===== src/rtl/fba_pkg.sv =====
package fba_pkg;
  typedef enum logic [1:0] {
    CYC_IDLE = 2'd0,
    CYC_REF  = 2'd1,
    CYC_DRD  = 2'd2,
    CYC_DWR  = 2'd3
  } cyc_kind_e;
endpackage


===== src/rtl/fba_phase.sv =====
// Two-clock memory cycle sequencer: address clock, then data clock.
module fba_phase (
  input  logic clk,
  input  logic rst,
  output logic data_ph_o,   // 1 during the data clock; next edge is a boundary
  output logic mcyc_o
);
  logic ph_q;
  logic mcyc_q;

  always_ff @(posedge clk) begin
    if (rst) begin
      ph_q   <= 1'b1;       // first edge after reset starts a cycle
      mcyc_q <= 1'b0;
    end else begin
      ph_q   <= ~ph_q;
      mcyc_q <= ph_q;       // high exactly in the address clock
    end
  end

  assign data_ph_o = ph_q;
  assign mcyc_o    = mcyc_q;

  // strict alternation of phases and of the timing output
  a_r1_phase_toggle_hi: assert property (@(posedge clk) disable iff (rst) ph_q |=> !ph_q);
  a_r1_phase_toggle_lo: assert property (@(posedge clk) disable iff (rst) !ph_q |=> ph_q);
  a_r1_mcyc_half_rate:  assert property (@(posedge clk) disable iff (rst) mcyc_q |=> !mcyc_q);
endmodule


===== src/rtl/fba_policy.sv =====
// Slot winner selection at a cycle boundary.
module fba_policy
  import fba_pkg::*;
(
  input  logic      prio_draw_i,
  input  logic      blank_i,
  input  logic      ref_req_i,
  input  logic      drw_req_i,
  input  logic      drw_we_i,
  output cyc_kind_e kind_o,
  output logic      lost_o
);
  logic draw_ok;

  always_comb begin
    draw_ok = drw_req_i && (prio_draw_i || blank_i);
    lost_o  = 1'b0;
    if (draw_ok) begin
      kind_o = drw_we_i ? CYC_DWR : CYC_DRD;
      lost_o = ref_req_i;
    end else if (ref_req_i) begin
      kind_o = CYC_REF;
    end else begin
      kind_o = CYC_IDLE;
    end
  end
endmodule


===== src/rtl/fba_engine.sv =====
// Runs the granted cycle on the bus, registers every output.
module fba_engine
  import fba_pkg::*;
#(
  parameter int AW = 20,
  parameter int DW = 16,
  localparam int HW = AW - DW
) (
  input  logic          clk,
  input  logic          rst,
  input  logic          boundary_i,
  input  logic          prio_draw_i,
  input  logic          blank_i,
  input  cyc_kind_e     grant_i,
  input  logic          lost_i,
  input  logic [AW-1:0] ref_addr_i,
  input  logic [AW-1:0] drw_addr_i,
  input  logic [DW-1:0] drw_wdata_i,
  input  logic [DW-1:0] bus_i,
  output logic          ref_ack_o,
  output logic          ref_lost_o,
  output logic          ref_vld_o,
  output logic          ref_blank_o,
  output logic [DW-1:0] ref_data_o,
  output logic          drw_ack_o,
  output logic          drw_rvld_o,
  output logic [DW-1:0] drw_rdata_o,
  output logic [DW-1:0] bus_o,
  output logic          bus_oe_o,
  output logic [HW-1:0] hi_o,
  output logic          as_o,
  output logic          rd_o,
  output logic          draw_o
);
  cyc_kind_e     kind_q;
  logic          stolen_q;
  logic [DW-1:0] wdata_q;
  logic [AW-1:0] sel_addr;
  logic          grant_draw;
  logic          grant_busy;

  always_comb begin
    sel_addr   = (grant_i == CYC_REF) ? ref_addr_i : drw_addr_i;
    grant_draw = (grant_i == CYC_DRD) || (grant_i == CYC_DWR);
    grant_busy = (grant_i != CYC_IDLE);
  end

  always_ff @(posedge clk) begin
    if (rst) begin
      kind_q      <= CYC_IDLE;
      stolen_q    <= 1'b0;
      wdata_q     <= '0;
      ref_ack_o   <= 1'b0;
      ref_lost_o  <= 1'b0;
      ref_vld_o   <= 1'b0;
      ref_blank_o <= 1'b0;
      ref_data_o  <= '0;
      drw_ack_o   <= 1'b0;
      drw_rvld_o  <= 1'b0;
      drw_rdata_o <= '0;
      bus_o       <= '0;
      bus_oe_o    <= 1'b0;
      hi_o        <= '0;
      as_o        <= 1'b0;
      rd_o        <= 1'b0;
      draw_o      <= 1'b0;
    end else begin
      ref_ack_o  <= 1'b0;
      ref_lost_o <= 1'b0;
      ref_vld_o  <= 1'b0;
      drw_ack_o  <= 1'b0;
      drw_rvld_o <= 1'b0;
      if (boundary_i) begin
        // close the finishing cycle
        if (kind_q == CYC_REF) begin
          ref_vld_o   <= 1'b1;
          ref_blank_o <= 1'b0;
          ref_data_o  <= bus_i;
        end
        if (kind_q == CYC_DRD) begin
          drw_rvld_o  <= 1'b1;
          drw_rdata_o <= bus_i;
        end
        if (stolen_q) begin
          ref_vld_o   <= 1'b1;
          ref_blank_o <= 1'b1;
          ref_data_o  <= '0;
        end
        // open the next cycle: address clock
        kind_q     <= grant_i;
        stolen_q   <= lost_i;
        wdata_q    <= drw_wdata_i;
        as_o       <= grant_busy;
        bus_oe_o   <= grant_busy;
        bus_o      <= grant_busy ? sel_addr[DW-1:0] : '0;
        hi_o       <= grant_busy ? sel_addr[AW-1:DW] : '0;
        rd_o       <= 1'b0;
        draw_o     <= grant_draw;
        drw_ack_o  <= grant_draw;
        ref_ack_o  <= (grant_i == CYC_REF) || lost_i;
        ref_lost_o <= lost_i;
      end else begin
        // data clock of the running cycle
        as_o     <= 1'b0;
        bus_oe_o <= (kind_q == CYC_DWR);
        bus_o    <= (kind_q == CYC_DWR) ? wdata_q : '0;
        rd_o     <= (kind_q == CYC_REF) || (kind_q == CYC_DRD);
      end
    end
  end

  // strobe lasts exactly one clock
  a_r2_strobe_single: assert property (@(posedge clk) disable iff (rst) as_o |=> !as_o);
  // started cycle keeps its upper address and type
  a_r9_no_abort: assert property (@(posedge clk) disable iff (rst)
    as_o |=> ($stable(hi_o) && $stable(draw_o)));
  // display-first mode keeps drawing out of active display
  a_r3_blank_only: assert property (@(posedge clk) disable iff (rst)
    (boundary_i && !prio_draw_i && !blank_i) |=> !draw_o);
  // a lost refresh always comes with a drawing grant
  a_r6_lost_with_draw: assert property (@(posedge clk) disable iff (rst)
    ref_lost_o |-> (ref_ack_o && drw_ack_o));
  // data-clock drive only for drawing writes
  a_r7_data_drive: assert property (@(posedge clk) disable iff (rst)
    (bus_oe_o && !as_o) |-> (draw_o && !rd_o));
  // no contention while the memory drives
  a_r8_dir_clean: assert property (@(posedge clk) disable iff (rst)
    rd_o |-> (!as_o && !bus_oe_o));
endmodule


===== src/rtl/fb_access_arbiter.sv =====
module fb_access_arbiter
  import fba_pkg::*;
#(
  parameter int AW = 20,
  parameter int DW = 16,
  localparam int HW = AW - DW
) (
  input  logic          clk,
  input  logic          rst,
  input  logic          prio_draw_i,
  input  logic          hblank_i,
  input  logic          vblank_i,
  input  logic          ref_req_i,
  input  logic [AW-1:0] ref_addr_i,
  input  logic          drw_req_i,
  input  logic          drw_we_i,
  input  logic [AW-1:0] drw_addr_i,
  input  logic [DW-1:0] drw_wdata_i,
  output logic          ref_ack_o,
  output logic          ref_lost_o,
  output logic          ref_vld_o,
  output logic          ref_blank_o,
  output logic [DW-1:0] ref_data_o,
  output logic          drw_ack_o,
  output logic          drw_rvld_o,
  output logic [DW-1:0] drw_rdata_o,
  output logic [DW-1:0] fb_ad_o,
  output logic          fb_ad_oe_o,
  input  logic [DW-1:0] fb_ad_i,
  output logic [HW-1:0] fb_hi_o,
  output logic          fb_as_o,
  output logic          fb_rd_o,
  output logic          fb_draw_o,
  output logic          fb_mcyc_o
);
  logic      data_ph;
  logic      blank;
  cyc_kind_e grant;
  logic      lost;

  assign blank = hblank_i | vblank_i;

  fba_phase u_phase (
    .clk       (clk),
    .rst       (rst),
    .data_ph_o (data_ph),
    .mcyc_o    (fb_mcyc_o)
  );

  fba_policy u_policy (
    .prio_draw_i (prio_draw_i),
    .blank_i     (blank),
    .ref_req_i   (ref_req_i),
    .drw_req_i   (drw_req_i),
    .drw_we_i    (drw_we_i),
    .kind_o      (grant),
    .lost_o      (lost)
  );

  fba_engine #(.AW(AW), .DW(DW)) u_engine (
    .clk         (clk),
    .rst         (rst),
    .boundary_i  (data_ph),
    .prio_draw_i (prio_draw_i),
    .blank_i     (blank),
    .grant_i     (grant),
    .lost_i      (lost),
    .ref_addr_i  (ref_addr_i),
    .drw_addr_i  (drw_addr_i),
    .drw_wdata_i (drw_wdata_i),
    .bus_i       (fb_ad_i),
    .ref_ack_o   (ref_ack_o),
    .ref_lost_o  (ref_lost_o),
    .ref_vld_o   (ref_vld_o),
    .ref_blank_o (ref_blank_o),
    .ref_data_o  (ref_data_o),
    .drw_ack_o   (drw_ack_o),
    .drw_rvld_o  (drw_rvld_o),
    .drw_rdata_o (drw_rdata_o),
    .bus_o       (fb_ad_o),
    .bus_oe_o    (fb_ad_oe_o),
    .hi_o        (fb_hi_o),
    .as_o        (fb_as_o),
    .rd_o        (fb_rd_o),
    .draw_o      (fb_draw_o)
  );
endmodule


===== config.mk =====
export PLATFORM = sky130hd
export DESIGN_NAME = fb_access_arbiter
export DESIGN_NICKNAME = d
export VERILOG_FILES = /design/src/rtl/fba_pkg.sv /design/src/rtl/fba_phase.sv /design/src/rtl/fba_policy.sv /design/src/rtl/fba_engine.sv /design/src/rtl/fb_access_arbiter.sv
export SDC_FILE = /design/constraint.sdc
export NUM_CORES = 1
export LEC_CHECK = 0
export ABC_CLOCK_PERIOD_IN_PS = 1400
export BUFFER_PORTS_ARGS = -buffer_cell sky130_fd_sc_hd__buf_2
export CAP_MARGIN = 20
export CORE_ASPECT_RATIO = 0.5
export CORE_UTILIZATION = 35
export CTS_CLUSTER_DIAMETER = 30
export DETAILED_ROUTE_END_ITERATION = 10
export GPL_ROUTABILITY_DRIVEN = 1
export PLACE_DENSITY = 0.65
export SLEW_MARGIN = 10
export SYNTH_ARGS = -nofsm -noshare
export SYNTH_HDL_FRONTEND = slang
export SYNTH_SLANG_ARGS = --single-unit

===== constraint.sdc =====
create_clock -name clk -period 1.4 [get_ports clk]
set_clock_uncertainty 0.2 [all_clocks]
set_input_delay 0.07 -clock clk [delete_from_list [all_inputs] [get_ports clk]]
set_output_delay 0.07 -clock clk [all_outputs]
set_load 0.02 [all_outputs]

==> summary.md <==
| Metric | Value |
|---|---|
| Global route overflow | `0` |
| Syn avg cell area | `8.77 µm²` |
| Layout cells sized above 1 | `35.8%` |
| Vias in the first global route | `3286` |
| Critical Path Sink Type | `flip-flop` |
| Root Buffer | `clkbuf_16` |
| GR Layer Usage met3 | `5.48%` |
| Synth Area in Compound Gates | `14.6%` |
| Least-Margin Pin Slew | `0.446 ns` |
| I/O pins | `143` |
| R2R setup slack | `-0.008 ns` |
| Total Wirelength | `10.3 mm` |
| Largest family of logic cells by synthesized area | `simple AND/OR/NAND/NOR gates` |
| R2r endpoint | `u_engine.ref_data_o[5]` |
| Cell taking the most area after synthesis | `dfxtp_1` |
| GP Congestion | `0.787` |
| Synthesis Warnings | `0` |
| Nets | `661` |
| Leak | `2.31 nW` |
| Clock buffer depth | `2` |
| Ant diodes | `0` |
| Grt peak-use layer | `met2` |
| Violated checks | `setup timing` |
| Min-Delay Path Class | `in -> reg` |
| Top-count cell post-synth | `dfxtp_1` |
| CP Max Fanout | `8` |
| Main synth FF type | `dfxtp_1` |
| CP endpoint | `u_engine.ref_data_o[5]` |
| Layout area overhead | `67.9%` |
| CP Data Required Time | `1.47 ns` |
| Core ar. | `8740 µm²` |
| Remaining antenna violation count | `0` |
| R2R cell count | `6` |
| Worst-path clk slew | `0.06 ns` |
| VDD IR max | `0.723 mV` |
| Die area | `9450 µm²` |
| Drt initial violations | `246` |
| Wire per inst | `14.7 µm` |
| Share of the synthesized area in the top cell type | `52.5%` |
| Commonest cells in the synthesized netlist | `dfxtp_1 (83), nand2_1 (70), a21oi_1 (51)` |
| Met2 Usage GRT | `36.9%` |
| Setup CP Type | `reg -> reg` |
| Post-Synth Simple-Gate Area | `26.4%` |
| Fin area | `5310 µm²` |
| First-pass GRT wire length | `15.9 mm` |
| Final-report max-slew violation count | `0` |
| Die width | `136 µm` |
| Input/output buffers | `142` |
| Internal power | `4.73 mW` |
| HPWL Detailed | `5.94 mm` |
| Flops & latches, synth | `83` |
| Net Count, Synth | `444` |
| Via count | `3418` |
| DP Area | `4080 µm²` |
| Startpoint Class | `flip-flop` |
| Htree depth | `3` |
| Post-synthesis xor/xnor area fraction | `0%` |
| Min cycle time layout | `1.41 ns` |
| Fin. Hold Viols | `0` |
| PwrDens | `1180 nW/µm²` |
| RSZ-0062 raised after global routing | `yes` |
| Crit path DAT | `1.47 ns` |
| Reg2reg start | `u_engine.kind_q[1]` |
| Synth top area cells | `dfxtp_1 (53%), nand2_1 (8.3%), a21oi_1 (8.1%), nand2b_1 (4.0%), nand3_1 (4.0%)` |
| TritonCTS buffer count | `9` |
| CTS sink count | `83` |
| Worst Setup SP | `u_engine.kind_q[1]` |
| CTS tree | `yes` |
| Initial Utilization | `36.2%` |
| Met1 Resource Use GR | `25.5%` |
| Largest net degree at the start of global routing | `38` |
| Core Rows | `24` |
| EDFF count, synth | `0` |
| Combinational share of power | `16.4%` |
| F_max | `710 MHz` |
| Max Cap Violations | `0` |
| Setup ws final | `-0.00788 ns` |
| Status | `finished with violations` |
| Gr usage total | `21.6%` |
| Post-synthesis sequential area ratio | `52.5%` |
| Fin crit share | `101%` |
| Adder-Cell Fraction of Synth Area | `1.19%` |
| Mapped cell area | `3160 µm²` |
| Drt pass-1 iters | `4` |
| Clk pwr share | `42.8%` |
| Skew-Pair Late Insertion Delay | `0.33 ns` |
| DR vias/cell | `4.88` |
| Sequential power share | `40.8%` |
| Setup TNS Final | `-0.00823 ns` |
| Post-Syn Instances | `361` |
| Synth cell types | `28` |
| Mux cell area share after synthesis | `0%` |
| Initial antenna violation count | `0` |
| Die H | `69.2 µm` |
| Final setup viols | `2` |
| Async set-reset flop share out of synthesis | `0%` |
| Residual DRC | `0` |
| Rel. slew slack | `70.3%` |
| Sw frac | `24.5%` |
| Sw power | `1.54 mW` |
[repair_timing]
item	4_1_cts	5_1_grt
pin swaps	0	2
hold endpoints to repair	71	0
gates cloned	1	2
buffers inserted	0	0
hold buffers	74	0
gates resized for setup	0	26
endpoints found under the setup margin	1	44
[worst min-delay path by stage]
| stage | endpoint | startpoint | depth (start not counted) | slack, ns |
|---|---|---|---|---|
| final | u_engine.drw_ack_o | drw_req_i | 4 | 0.03 |
| after floorplan | u_engine.drw_rdata_o[10] | fb_ad_i[10] | 2 | 0.006 |
| after CTS | u_engine.drw_ack_o | drw_req_i | 4 | 0.01 |
| after detailed placement | u_engine.hi_o[2] | drw_addr_i[18] | 3 | 0.12 |
| after global routing | u_engine.drw_ack_o | drw_req_i | 4 | 0.03 |
| after global placement | u_engine.hi_o[2] | drw_addr_i[18] | 3 | 0.11 |
[cell usage in the layout, fill, tap and decap left out, types with 2 or more instances in the layout]
master and n:
buf_2 142, dfxtp_1 80, dlygate4sd3_1 74, nand2_1 65, a21oi_1 43, nand3_1 25
nand2b_1 20, nand4_1 20, o211ai_1 16, nand3b_1 16, clkbuf_16 11, buf_4 11
a21oi_2 8, nor2_1 8, buf_12 5, nand2_2 4, inv_2 3, bufinv_16 3
nand2_4 2, o21a_4 2, clkinv_2 2, dfxtp_4 2
[layer usage]
layer	vias to the layer above	part of all wire [%]
li1	1686	-
met4	0	3.2
met5	-	0
met3	29	4.6
met1	1591	43
met2	112	50
[power by group through the flow]
stage / combinational [mW] / clock (mW) / sequential, mW
floorplan: 0.341 / 0 / 2.72
global placement: 0.790 / 0 / 2.60
detailed placement: 0.795 / 0 / 2.60
CTS: 0.962 / 2.75 / 2.55
global route: 1.11 / 2.85 / 2.57
finish: 1.03 / 2.69 / 2.56
[cell type report]
| class | count | area (µm²) |
|---|---|---|
| multi-input cells | 245 | 1430 |
| repair buffers | 236 | 1710 |
| fillers | 787 | 3430 |
| flip-flops and latches | 83 | 1670 |
| clock buffers | 9 | 225 |
| clock inverters | 7 | 116 |
| inverters | 3 | 11.3 |
| well taps | 117 | 146 |
[per-stage QoR]
step / util [%] / hold WS, ns / total power [mW] / std cells / setup slack (ns)
2_1_floorplan: - / 0.00600 / 3.06 / 361 / 0.00923
3_3_place_gp: 46.7 / 0.107 / 3.39 / 607 / 0.0348
3_5_place_dp: 46.7 / 0.115 / 3.40 / 607 / 0.0167
4_1_cts: 59.2 / 0.0106 / 6.26 / 698 / 0.00527
5_1_grt: 60.8 / 0.0309 / 6.53 / 700 / -0.0872
6_report: 60.8 / 0.0298 / 6.27 / 700 / -0.00788
[logic make-up (layout without fill, tap and decap cells)]
logic type                 Yosys count  count (layout)
DFF                                 83              83
adders and majority gates            3               3
AOI/OAI and AO/OA                   74              75
buffers and inverters               34             255
and+or+nand+nor                    167             167
[state kept, by name (all words and copies together), names as in the netlist]
register / flops
u_engine.drw_rvld_o: 1
u_engine.ref_blank_o: 1
u_engine.ref_ack_o: 1
u_engine.drw_ack_o: 1
u_phase.data_ph_o: 1
u_engine.ref_data_o: 16
u_engine.hi_o: 4
u_engine.kind_q: 2
u_engine.drw_rdata_o: 16
u_engine.as_o: 1
u_engine.draw_o: 1
u_engine.stolen_q: 1
u_engine.ref_vld_o: 1
u_engine.rd_o: 1
u_engine.bus_oe_o: 1
u_engine.ref_lost_o: 1
u_engine.bus_o: 16
u_engine.wdata_q: 16
u_phase.mcyc_o: 1
[worst max-delay path: stages (launching register included)]
cell	delay, ns
dfxtp_4	0.36
inv_2	0.04
ha_4	0.17
o21ai_4	0.18
clkbuf_16	0.19
nand2_1	0.07
a21oi_2	0.12
(Power assumes the default switching activity.)
